[src/rtl/brg_pkg.sv]
package brg_pkg;
  typedef enum logic [1:0] {
    K_FILL  = 2'd0,
    K_EVICT = 2'd1,
    K_ALLOC = 2'd2,
    K_NC    = 2'd3
  } kind_e;

  localparam logic [1:0] BT_INCR = 2'b01;
  localparam logic [1:0] BT_WRAP = 2'b10;

  typedef struct packed {
    logic       write;
    logic       excl;
    logic [1:0] burst;
    logic [7:0] len;
    logic [2:0] size;
  } fields_t;
endpackage

[src/rtl/brg_legal.sv]
module brg_legal
  import brg_pkg::*;
#(
  parameter int ADDR_W     = 32,
  parameter int LINE_BYTES = 64,
  parameter int BEAT_BYTES = 16,
  parameter int BEATS_W    = $clog2(LINE_BYTES / BEAT_BYTES) + 1
) (
  input  logic [1:0]         kind,
  input  logic               excl,
  input  logic [ADDR_W-1:0]  addr,
  input  logic [BEATS_W-1:0] beats,
  input  logic [2:0]         size,
  output logic               ok
);
  localparam int LINE_LSB  = $clog2(LINE_BYTES);
  localparam int BEAT_LSB  = $clog2(BEAT_BYTES);
  localparam int MAX_BEATS = LINE_BYTES / BEAT_BYTES;

  logic                pow2, size_ok, full_beat, beat_aln, line_aln, fits, size_aln, excl_ok, shape;
  logic [BEAT_LSB-1:0] low_mask;
  logic                single;

  always_comb begin
    single    = (beats == BEATS_W'(1));
    pow2      = (beats != '0) && ((beats & (beats - BEATS_W'(1))) == '0)
                && (int'(beats) <= MAX_BEATS);
    size_ok   = (int'(size) <= BEAT_LSB);
    full_beat = (int'(size) == BEAT_LSB);
    beat_aln  = (addr[BEAT_LSB-1:0] == '0);
    line_aln  = (addr[LINE_LSB-1:0] == '0);
    fits      = (int'(addr[LINE_LSB-1:BEAT_LSB]) + int'(beats)) <= MAX_BEATS;
    low_mask  = BEAT_LSB'((32'd1 << size) - 32'd1);
    size_aln  = ((addr[BEAT_LSB-1:0] & low_mask) == '0);
    excl_ok   = !excl || ((kind == K_NC) && single);
    unique case (kind)
      K_FILL:  shape = (int'(beats) == MAX_BEATS) && full_beat;
      K_EVICT: shape = (int'(beats) == MAX_BEATS) && full_beat && line_aln;
      K_ALLOC: shape = full_beat && beat_aln && fits;
      default: shape = single ? size_aln : (full_beat && beat_aln && fits);
    endcase
    ok = excl_ok && size_ok && pow2 && shape;
  end
endmodule

[src/rtl/brg_fields.sv]
module brg_fields
  import brg_pkg::*;
#(
  parameter int ADDR_W     = 32,
  parameter int BEAT_BYTES = 16,
  parameter int BEATS_W    = 3
) (
  input  logic [1:0]         kind,
  input  logic               wr,
  input  logic               excl,
  input  logic [ADDR_W-1:0]  addr,
  input  logic [BEATS_W-1:0] beats,
  input  logic [2:0]         size,
  output fields_t            fld,
  output logic [ADDR_W-1:0]  start_addr
);
  localparam int BEAT_LSB = $clog2(BEAT_BYTES);

  always_comb begin
    fld.excl  = excl;
    fld.size  = size;
    fld.len   = 8'(beats) - 8'd1;
    fld.burst = (kind == K_FILL) ? BT_WRAP : BT_INCR;
    unique case (kind)
      K_FILL:  fld.write = 1'b0;
      K_NC:    fld.write = wr;
      default: fld.write = 1'b1;
    endcase
    start_addr = addr;
    if (kind == K_FILL) start_addr[BEAT_LSB-1:0] = '0;
  end
endmodule

[src/rtl/brg_burst_gen.sv]
module brg_burst_gen
  import brg_pkg::*;
#(
  parameter int ADDR_W     = 32,
  parameter int LINE_BYTES = 64,
  parameter int BEAT_BYTES = 16,
  parameter int BEATS_W    = $clog2(LINE_BYTES / BEAT_BYTES) + 1
) (
  input  logic               clk,
  input  logic               rst,
  input  logic               req_valid,
  output logic               req_ready,
  input  logic [1:0]         req_kind,
  input  logic               req_write,
  input  logic               req_excl,
  input  logic [ADDR_W-1:0]  req_addr,
  input  logic [BEATS_W-1:0] req_beats,
  input  logic [2:0]         req_size,
  output logic               out_valid,
  input  logic               out_ready,
  output logic               out_write,
  output logic               out_excl,
  output logic [1:0]         out_burst,
  output logic [7:0]         out_len,
  output logic [2:0]         out_size,
  output logic [ADDR_W-1:0]  out_addr,
  output logic               out_err
);
  logic              legal, accept;
  fields_t           nxt_fld, cur_fld;
  logic [ADDR_W-1:0] nxt_addr;

  brg_legal #(
    .ADDR_W(ADDR_W), .LINE_BYTES(LINE_BYTES), .BEAT_BYTES(BEAT_BYTES), .BEATS_W(BEATS_W)
  ) u_legal (
    .kind(req_kind), .excl(req_excl), .addr(req_addr),
    .beats(req_beats), .size(req_size), .ok(legal)
  );

  brg_fields #(
    .ADDR_W(ADDR_W), .BEAT_BYTES(BEAT_BYTES), .BEATS_W(BEATS_W)
  ) u_fields (
    .kind(req_kind), .wr(req_write), .excl(req_excl), .addr(req_addr),
    .beats(req_beats), .size(req_size), .fld(nxt_fld), .start_addr(nxt_addr)
  );

  assign req_ready = !out_valid || out_ready;
  assign accept    = req_valid && req_ready;

  always_ff @(posedge clk) begin
    if (rst) begin
      out_valid <= 1'b0;
      out_err   <= 1'b0;
    end else begin
      out_err <= accept && !legal;
      if (accept)         out_valid <= legal;
      else if (out_ready) out_valid <= 1'b0;
    end
  end

  always_ff @(posedge clk) begin
    if (accept && legal) begin
      cur_fld  <= nxt_fld;
      out_addr <= nxt_addr;
    end
  end

  assign out_write = cur_fld.write;
  assign out_excl  = cur_fld.excl;
  assign out_burst = cur_fld.burst;
  assign out_len   = cur_fld.len;
  assign out_size  = cur_fld.size;
endmodule

[config.mk]
export PLATFORM = sky130hd
export DESIGN_NAME = brg_burst_gen
export DESIGN_NICKNAME = d
export VERILOG_FILES = /design/src/rtl/brg_pkg.sv /design/src/rtl/brg_legal.sv /design/src/rtl/brg_fields.sv /design/src/rtl/brg_burst_gen.sv
export SDC_FILE = /design/constraint.sdc
export NUM_CORES = 1
export LEC_CHECK = 0
export ABC_AREA = 1
export BUFFER_PORTS_ARGS = -buffer_cell sky130_fd_sc_hd__buf_2
export CAP_MARGIN = 20
export CORE_MARGIN = 5
export CORE_UTILIZATION = 35
export CTS_CLUSTER_DIAMETER = 50
export DETAILED_ROUTE_END_ITERATION = 10
export PLACE_DENSITY = 0.61
export RECOVER_POWER = 50
export SYNTH_ARGS = -nofsm -noshare
export SYNTH_HDL_FRONTEND = slang
export SYNTH_SLANG_ARGS = --single-unit
[constraint.sdc]
create_clock -name clk -period 5.6 [get_ports clk]
set_clock_uncertainty 0.2 [all_clocks]
set_input_delay 1.4 -clock clk [delete_from_list [all_inputs] [get_ports clk]]
set_output_delay 1.4 -clock clk [all_outputs]
set_load 0.005 [all_outputs]
==> results of run 1 <==
[state kept, by name, summed over array words and instances (netlist names)]
signal     count
out_size       3
out_write      1
out_len        4
out_burst      2
out_valid      1
out_addr      32
out_excl       1
out_err        1
[per-stage QoR]
stage | area (sq um) | hold slack [ns]
3_3_place_gp | 2460 | 0.301
2_1_floorplan | 1920 | 0.318
4_1_cts | 2560 | 0.317
5_1_grt | 2520 | 0.364
6_report | 2520 | 0.311
3_5_place_dp | 2460 | 0.303
[cells in the final DEF (no fill, tap or decap), types with 2 or more instances in the layout]
| cell | Yosys | final |
|---|---|---|
| a21oi_1 | 2 | 2 |
| nand3_1 | 5 | 5 |
| nand2_2 | 3 | 3 |
| ha_1 | 8 | 8 |
| clkbuf_1 | 0 | 29 |
| inv_1 | 22 | 22 |
| dfxtp_1 | 2 | 2 |
| o21ai_1 | 2 | 2 |
| buf_2 | 0 | 66 |
| nand3_2 | 2 | 2 |
| o21ai_0 | 2 | 2 |
| nor2_1 | 13 | 14 |
| clkbuf_8 | 0 | 5 |
| nand4_1 | 3 | 3 |
| nor2_4 | 3 | 2 |
| edfxtp_1 | 43 | 43 |
| inv_2 | 4 | 4 |
| nand2_1 | 20 | 20 |
[per-layer routing]
layer | up-vias | wire, um
met5 | - | 0
li1 | 680 | -
met4 | 0 | 36
met3 | 6 | 494
met1 | 607 | 1800
met2 | 89 | 1900
[power groups by stage]
| stage | clock (W) | combinational [W] | sequential [W] |
|---|---|---|---|
| final | 0.000229 | 0.0000514 | 0.000370 |
| after global routing | 0.000258 | 0.0000594 | 0.000371 |
| after global placement | 0 | 0.0000528 | 0.000378 |
| after detailed placement | 0 | 0.0000539 | 0.000378 |
| after CTS | 0.000237 | 0.0000541 | 0.000370 |
| after floorplan | 0 | 0.0000256 | 0.000379 |
[worst min-delay path by stage]
stage                end  startpoint  cells after the start  slack, ns
5_1_grt        out_valid   out_valid                      2       0.36
3_5_place_dp   out_valid   out_valid                      2       0.30
6_report       out_valid   out_valid                      2       0.31
4_1_cts        out_valid   out_valid                      2       0.32
3_3_place_gp   out_valid   out_valid                      2       0.30
2_1_floorplan  out_valid   out_valid                      2       0.32
[layout make-up]
class / instances / area, sq um
fillers: 519 / 2880
well taps: 72 / 90.1
clock inverters: 2 / 35.0
clock buffers: 5 / 68.8
flip-flops and latches: 45 / 1330
repair buffers: 96 / 447
multi-input cells: 71 / 452
inverters: 26 / 97.6
[logic make-up after synthesis]
logic type | share of synthesized area, %
AND/OR/NAND/NOR | 14.9
buffers and inverters | 7.04
adder cells (fa/ha/maj) | 6.26
AO/OA/AOI/OAI | 1.96
flip-flops | 69.4
XOR/XNOR | 0.456
[worst max-delay path: stages]
cell      delay (ns)
clkbuf_1        0.18
ha_1            0.20
inv_1           0.05
fa_1            0.48
nand2_1         0.06
nand3_2         0.08
nand4_2         0.10
nand2_2         0.09
nand2_1         0.08
nor3b_4         0.35
buf_4           0.48
==> results.sh, run 1 <==
export IMPL_status="complete, no violations"
export IMPL_start_util_pct=35.5
export IMPL_netlist_area_leader_share_pct=67.3
export IMPL_hpwl_mm=3.43
export IMPL_dieArea_sq_um=7060
export IMPL_cts_resized=0
export IMPL_ys_flop_type="edfxtp_1"
export IMPL_utilization_pct=46.6
export IMPL_tns_ns=0
export IMPL_use_met1_pct=15.0
export IMPL_clockRootBuffer="clkbuf_8"
export IMPL_critPathCaptureType="flop"
export IMPL_netlist_instances=147
export IMPL_grt_pass1_vias=1417
export IMPL_p_sw_w=0.000129
export IMPL_post_place_ws_ns=1.51
export IMPL_critPathMaxFanout=38
export IMPL_antenna_cells=0
export IMPL_htreeDepth=2
export IMPL_dr_pass1_iters=4
export IMPL_ant_nets=0
export IMPL_drv_cap=0
export IMPL_pwr_share_seq_pct=56.9
export IMPL_finalCritPeriodShare_pct=68.6
export IMPL_insertion_delay_ns=0.29
export IMPL_power_leakage_nw=1.05
export IMPL_max_freq_ghz=0.260
export IMPL_clock_sinks=45
export IMPL_reg2regPathDepth=4
export IMPL_arrival_ns=3.57
export IMPL_nNetsFinal=300
export IMPL_timing_rr_start="out_valid"
export IMPL_grt_overflow_total=0
export IMPL_yosysSeqAreaShare_pct=69.4
export IMPL_drv_slew=0
export IMPL_hold_violations=0
export IMPL_synth_top_cells_by_area="edfxtp_1, ha_1, inv_1, nand2_1, nor2_1"
export IMPL_core_sq_um=5410
export IMPL_io_buffers=95
export IMPL_wl_mm=4.24
export IMPL_vias=1382
export IMPL_ys_warn_count=0
export IMPL_max_vdd_ir_drop_v=0.000105
export IMPL_numCtsBuffers=5
export IMPL_hold_class="flop to flop"
export IMPL_clk_pin_slew_ns=0.08
export IMPL_holdBufCountCts=0
export IMPL_netlist_area_sq_um=1920
export IMPL_min_period_ns=3.84
export IMPL_placed_cells=310
export IMPL_cp_start_kind="input port"
export IMPL_dieWidth_um=84.1
export IMPL_grt_pass1_wl_mm=6.84
export IMPL_met3_usage_pct=5.73
export IMPL_worst_slack_ns=1.76
export IMPL_grt_max_degree=39
export IMPL_synth_top_area_cell="edfxtp_1"
export IMPL_crit_type="input port to flop"
export IMPL_cts_tree="yes"
export IMPL_area_delta_synth_final_pct=31.4
export IMPL_power_frac_comb_pct=7.9
export IMPL_dr_first_iter_drc_count=47
export IMPL_slew_limit_headroom_pct=62.7
export IMPL_wl_per_cell_um=13.4
export IMPL_cts_setup_buffers=0
export IMPL_ys_seq_elements=45
export IMPL_antenna_found_initial=0
export IMPL_use_met2_pct=19.3
export IMPL_core_rowCount=27
export IMPL_tightest_slew_ns=0.558
export IMPL_clockBufferDepth=2
export IMPL_power_density_nw_per_um2=258
export IMPL_busiest_layer="met2"
export IMPL_layout_drive_gt1_share_pct=36.3
export IMPL_synth_edf_count=43
export IMPL_dieHeight_um=84.1
export IMPL_yosysUniqueCellTypes=24
export IMPL_async_reset_ff_share_pct=0
export IMPL_required_ns=5.33
export IMPL_crit_start="req_beats[0]"
export IMPL_r2r_slack_ns=3.62
export IMPL_routabilityCongestion=0.806
export IMPL_setup_viol=0
export IMPL_power_w=0.000651
export IMPL_synth_fp_nets=202
export IMPL_p_int_w=0.000522
export IMPL_syn_area_per_cell_sq_um=13.1
export IMPL_worstSetupEndpoint="out_addr[2]"
export IMPL_synth_commonest_cells="edfxtp_1, inv_1, nand2_1, nor2_1, ha_1"
export IMPL_synth_most_common_cell="edfxtp_1"
export IMPL_worstReg2RegEnd="out_addr[2]"
export IMPL_switching_share_pct=19.8
export IMPL_stdcell_count=317
export IMPL_ios=96
export IMPL_grt_setup_unrepaired="false"
export IMPL_viasPerCell=4.36
export IMPL_grt_use_total_pct=12.2
export IMPL_power_frac_clock_pct=35.2
export IMPL_drc_errors=0
Power figures use the tool's default switching activity.
==> run 2: changes to the inputs <==
--- a/config.mk
+++ b/config.mk
@@ -12,7 +12,7 @@
 export CORE_UTILIZATION = 35
 export CTS_CLUSTER_DIAMETER = 50
 export DETAILED_ROUTE_END_ITERATION = 10
-export PLACE_DENSITY = 0.61
+export PLACE_DENSITY = 0.63
 export RECOVER_POWER = 50
 export SYNTH_ARGS = -nofsm -noshare
 export SYNTH_HDL_FRONTEND = slang
==> constraint.sdc (replaced) <==
create_clock -name clk -period 3.4 [get_ports clk]
set_clock_uncertainty 0.2 [all_clocks]
set_input_delay 0.85 -clock clk [delete_from_list [all_inputs] [get_ports clk]]
set_output_delay 0.85 -clock clk [all_outputs]
set_load 0.005 [all_outputs]
==> run 2 against run 1 <==
  * Final area rose by 2.0%
  * Sequential cell count did not move
  * Sequential power rose by 65%
  * First-iteration DRC count rose by 17%
  * Via count fell by 2.3%
  * Largest power group unchanged
  * Clock-buffer cell count did not move
  * Worst setup slack got worse by 1.2 ns
  * Die area did not move
==> results.sh, run 2 (same netlist as run 1, synthesis figures left out) <==
export IMPL_area_delta_synth_final_pct=34.0
export IMPL_wl_per_cell_um=12.5
export IMPL_core_rowCount=27
export IMPL_viasPerCell=4.25
export IMPL_antenna_cells=0
export IMPL_placed_area_sq_um=2490
export IMPL_setup_viol=0
export IMPL_start_util_pct=35.5
export IMPL_largest_reg_flops=32
export IMPL_ios=96
export IMPL_cp_slowest_cell="fa_1"
export IMPL_final_common_cell="buf_2"
export IMPL_wl_met3_um=376
export IMPL_path_cells="clkbuf_1, ha_4, inv_2, fa_1, inv_1, nand2_1, nand3_2, nand4_2, nand2_2, nand2_2, nor3b_4, buf_12"
export IMPL_cts_setup_buffers=0
export IMPL_cts_resized=0
export IMPL_grt_overflow_total=0
export IMPL_power_w=0.00108
export IMPL_dieWidth_um=84.1
export IMPL_dr_wl_met2_mm=1.83
export IMPL_routabilityCongestion=0.840
export IMPL_io_buffers=95
export IMPL_drv_cap=0
export IMPL_core_sq_um=5410
export IMPL_critPathCaptureType="flop"
export IMPL_power_leakage_nw=1.09
export IMPL_n_fill_cell=532
export IMPL_wl_met1_mm=1.77
export IMPL_grt_max_degree=44
export IMPL_clockRootBuffer="clkbuf_8"
export IMPL_crit_type="input port to flop"
export IMPL_grt_pass1_wl_mm=6.81
export IMPL_slew_limit_headroom_pct=64.6
export IMPL_nNetsFinal=300
export IMPL_numCtsBuffers=5
export IMPL_holdBufCountCts=0
export IMPL_max_vdd_ir_drop_v=0.000200
export IMPL_path_common_cell="nand2_2"
export IMPL_layout_drive_gt1_share_pct=42.7
export IMPL_required_ns=3.18
export IMPL_hold_violations=0
export IMPL_drc_errors=0
export IMPL_clock_sinks=45
export IMPL_cpPeakStageDelay_ns=0.38
export IMPL_dieHeight_um=84.1
export IMPL_hold_class="flop to flop"
export IMPL_dr_max_layer_used="met4"
export IMPL_grt_pass1_vias=1434
export IMPL_hpwl_mm=3.19
export IMPL_insertion_delay_ns=0.29
export IMPL_utilization_pct=47.6
export IMPL_largest_register="out_addr"
export IMPL_finalCritPeriodShare_pct=84.2
export IMPL_clk_pin_slew_ns=0.08
export IMPL_power_density_nw_per_um2=421
export IMPL_tightest_slew_ns=0.529
export IMPL_cp_start_kind="input port"
export IMPL_htreeDepth=2
export IMPL_final_area_sq_um=2570
export IMPL_min_period_ns=2.86
export IMPL_grt_setup_unrepaired="false"
export IMPL_wl_mm=3.99
export IMPL_cts_tree="yes"
export IMPL_dr_first_iter_drc_count=55
export IMPL_layout_common_cells="buf_2, edfxtp_1, inv_1"
export IMPL_max_freq_ghz=0.349
export IMPL_drv_slew=0
export IMPL_arrival_ns=2.64
export IMPL_dieArea_sq_um=7060
export IMPL_status="complete, no violations"
export IMPL_antenna_found_initial=0
export IMPL_clockBufferDepth=2
export IMPL_dr_pass1_iters=4
export IMPL_ant_nets=0
export IMPL_critPathMaxFanout=43
export IMPL_grt_use_total_pct=12.0
export IMPL_vias=1350
-- run 2: cell count changes in the layout (fill, tap and decap cells not counted), sizes merged --
| cell | delta |
|---|---|
| buf | +13 |
| clkbuf | -13 |
| clkinvlp | +1 |
-- run 2: routing by layer --
metal	vias up	GRT usage, %
met5	-	0
met4	0	2.63
met3	2	4.15
met2	74	19.2
met1	595	15.6
li1	679	-
-- run 2: worst paths after layout --
path / start / to / slack [ns] / depth (start not counted)
worst min-delay path: out_valid / out_valid / 0.32 / 2
worst max-delay path: req_beats[0] / out_addr[31] / 0.54 / 12
worst max register to register: out_valid / out_addr[31] / 1.86 / 4
worst min register to register: out_valid / out_valid / 0.32 / 2
-- run 2: power breakdown --
group / switching [W] / internal [W]
logic: 0.0000484 / 0.0000375
registers: 0.000000648 / 0.000609
clock network: 0.000169 / 0.000216
total: 0.000218 / 0.000863
-- run 2: critical path: cells and delay by family --
kind | cells | cell delay (ns)
fa+ha+maj | 2 | 0.57
buf+inv | 4 | 0.59
simple gates | 6 | 0.62
-- run 2: cell type report --
cell class	instances	area (sq um)	area share, %
multi-input combinational	71	467	18.2
sequential	45	1330	51.8
timing repair buffer	96	475	18.5
tap	72	90.1	3.50
clock buffer	5	68.8	2.68
clock inverter	3	41.3	1.61
inverter	26	97.6	3.80
-- run 2: through the flow --
step	hold WS [ns]	TNS [ns]	std cells	worst slack (ns)
6_report	0.318	0	318	0.536
5_1_grt	0.349	0	318	0.385
4_1_cts	0.320	0	318	0.608
3_5_place_dp	0.303	0	310	0.297
3_3_place_gp	0.295	0	310	0.372
2_1_floorplan	0.318	-7.65	147	-0.178
==> run 3: changes to the inputs <==
--- a/config.mk
+++ b/config.mk
@@ -12,7 +12,7 @@
 export CORE_UTILIZATION = 35
 export CTS_CLUSTER_DIAMETER = 50
 export DETAILED_ROUTE_END_ITERATION = 10
-export PLACE_DENSITY = 0.63
+export PLACE_DENSITY = 0.61
 export RECOVER_POWER = 50
 export SYNTH_ARGS = -nofsm -noshare
 export SYNTH_HDL_FRONTEND = slang
==> constraint.sdc (replaced) <==
create_clock -name clk -period 2.7 [get_ports clk]
set_clock_uncertainty 0.2 [all_clocks]
set_input_delay 0.675 -clock clk [delete_from_list [all_inputs] [get_ports clk]]
set_output_delay 0.675 -clock clk [all_outputs]
set_load 0.005 [all_outputs]
==> run 3 against run 2 <==
  * Routed wire length up 4.9%
  * Sequential share of layout area down 1.4 points
  * Register-to-register slack worse by 0.73 ns
  * Total power up 27%
  * Core utilization up 1.4 points
  * Sequential cell count unchanged
  * Global-route usage down 0.076 points
  * Die area unchanged
  * First-iteration DRC count down 18%
  * Combinational power up 40%
==> results.sh, run 3 (same netlist as run 1, synthesis figures left out) <==
export IMPL_p_int_w=0.00110
export IMPL_drv_cap=0
export IMPL_cts_tree="yes"
export IMPL_grt_max_degree=37
export IMPL_cpLargestDelayFamily="adder cells"
export IMPL_stdcell_count=330
export IMPL_status="complete, no violations"
export IMPL_layout_drive_gt1_share_pct=42.6
export IMPL_dieArea_sq_um=7060
export IMPL_cp_buffers_inverters=3
export IMPL_layout_common_cells="buf_2, edfxtp_1, clkbuf_1"
export IMPL_routabilityCongestion=0.826
export IMPL_power_leakage_nw=1.13
export IMPL_grt_pass1_wl_mm=6.62
export IMPL_placed_area_sq_um=2580
export IMPL_clock_sinks=45
export IMPL_htreeDepth=2
export IMPL_core_sq_um=5410
export IMPL_vias=1395
export IMPL_dieHeight_um=84.1
export IMPL_wl_mm=4.18
export IMPL_min_period_ns=2.50
export IMPL_critPathMaxFanout=36
export IMPL_largest_reg_flops=32
export IMPL_insertion_delay_ns=0.29
export IMPL_cp_slowest_cell="fa_1"
export IMPL_path_cells="buf_2, ha_4, inv_2, fa_1, nand2_1, nand3_2, nand4_2, nand2_2, nand2_2, nor3b_4, buf_12"
export IMPL_dr_pass1_iters=4
export IMPL_final_area_sq_um=2650
export IMPL_cpPeakStageDelay_ns=0.47
export IMPL_start_util_pct=35.5
export IMPL_tightest_slew_ns=0.588
export IMPL_grt_use_total_pct=11.9
export IMPL_placed_cells=322
export IMPL_wl_per_cell_um=12.7
export IMPL_numCtsBuffers=5
export IMPL_path_common_cell="nand2_2"
export IMPL_cts_setup_buffers=0
export IMPL_grt_pass1_vias=1402
export IMPL_p_sw_w=0.000281
export IMPL_max_vdd_ir_drop_v=0.000235
export IMPL_hpwl_mm=3.37
export IMPL_pwr_share_seq_pct=55.8
export IMPL_grt_setup_unrepaired="false"
export IMPL_grt_overflow_total=0
export IMPL_max_freq_ghz=0.400
export IMPL_antenna_cells=0
export IMPL_nNetsFinal=312
export IMPL_dieWidth_um=84.1
export IMPL_drc_errors=0
export IMPL_core_rowCount=27
export IMPL_power_density_nw_per_um2=520
export IMPL_largest_register="out_addr"
export IMPL_switching_share_pct=20.4
export IMPL_finalCritPeriodShare_pct=92.7
export IMPL_antenna_found_initial=0
export IMPL_arrival_ns=2.29
export IMPL_setup_viol=0
export IMPL_clockBufferDepth=2
export IMPL_clk_pin_slew_ns=0.09
export IMPL_required_ns=2.49
export IMPL_hold_class="flop to flop"
export IMPL_cp_start_kind="input port"
export IMPL_hold_violations=0
export IMPL_cts_resized=0
export IMPL_ios=96
export IMPL_power_frac_clock_pct=35.4
export IMPL_clockRootBuffer="clkbuf_8"
export IMPL_holdBufCountCts=0
export IMPL_dr_first_iter_drc_count=45
export IMPL_viasPerCell=4.23
export IMPL_crit_type="input port to flop"
export IMPL_io_buffers=95
export IMPL_area_delta_synth_final_pct=37.8
export IMPL_power_frac_comb_pct=8.7
export IMPL_final_common_cell="buf_2"
export IMPL_slew_limit_headroom_pct=60.6
export IMPL_drv_slew=0
export IMPL_critPathCaptureType="flop"
export IMPL_ant_nets=0
[run 3: changes by cell type in the layout (fill, tap and decap cells not counted), sizes merged]
cell,previous run,this run
clkbuf,21,29
buf,80,84
[run 3: worst min-delay path, stage by stage, from the launching register on]
cell and delay [ns]:
dfxtp_1 0.33, nand2_1 0.10, a21oi_1 0.07
[run 3: final timing paths]
check	depth (start not counted)	startpoint	end	slack (ns)
worst max-delay path	11	req_addr[4]	out_addr[12]	0.20
worst min-delay path	2	out_valid	out_valid	0.33
worst max register to register	4	out_valid	out_addr[12]	1.13
worst min register to register	2	out_valid	out_valid	0.33
[run 3: area by class of cell]
type	instances	area [sq um]
fillers	516	2760
clock buffers	5	68.8
well taps	72	90.1
multi-input cells	71	467
flip-flops and latches	45	1330
clock inverters	3	41.3
inverters	26	97.6
repair buffers	108	549
[run 3: per-layer routing]
layer | part of all wire, % | track usage (%) | vias up | wire, um
met5 | 0 | 0 | - | 0
met4 | 0.88 | 3.65 | 0 | 37
met3 | 9.3 | 5.03 | 5 | 389
met2 | 44 | 17.9 | 74 | 1830
met1 | 46 | 15.5 | 612 | 1920
li1 | - | - | 704 | -
[run 3: power groups by stage]
stage | registers, W | clock network [W] | logic, W
6_report | 0.000768 | 0.000488 | 0.000120
3_3_place_gp | 0.000784 | 0 | 0.000123
5_1_grt | 0.000769 | 0.000539 | 0.000137
4_1_cts | 0.000768 | 0.000506 | 0.000127
2_1_floorplan | 0.000785 | 0 | 0.0000551
3_5_place_dp | 0.000784 | 0 | 0.000126
[run 3: per-stage QoR]
stage	hold slack [ns]	setup slack [ns]	TNS, ns	utilization (%)	power, W
2_1_floorplan	0.318	-0.703	-30.23	-	0.000840
3_3_place_gp	0.301	-0.0691	-2.54	47.7	0.000907
3_5_place_dp	0.303	-0.108	-4.21	47.7	0.000910
4_1_cts	0.324	0.208	0	49.7	0.00140
5_1_grt	0.331	0.131	0	48.9	0.00144
6_report	0.326	0.198	0	48.9	0.00138
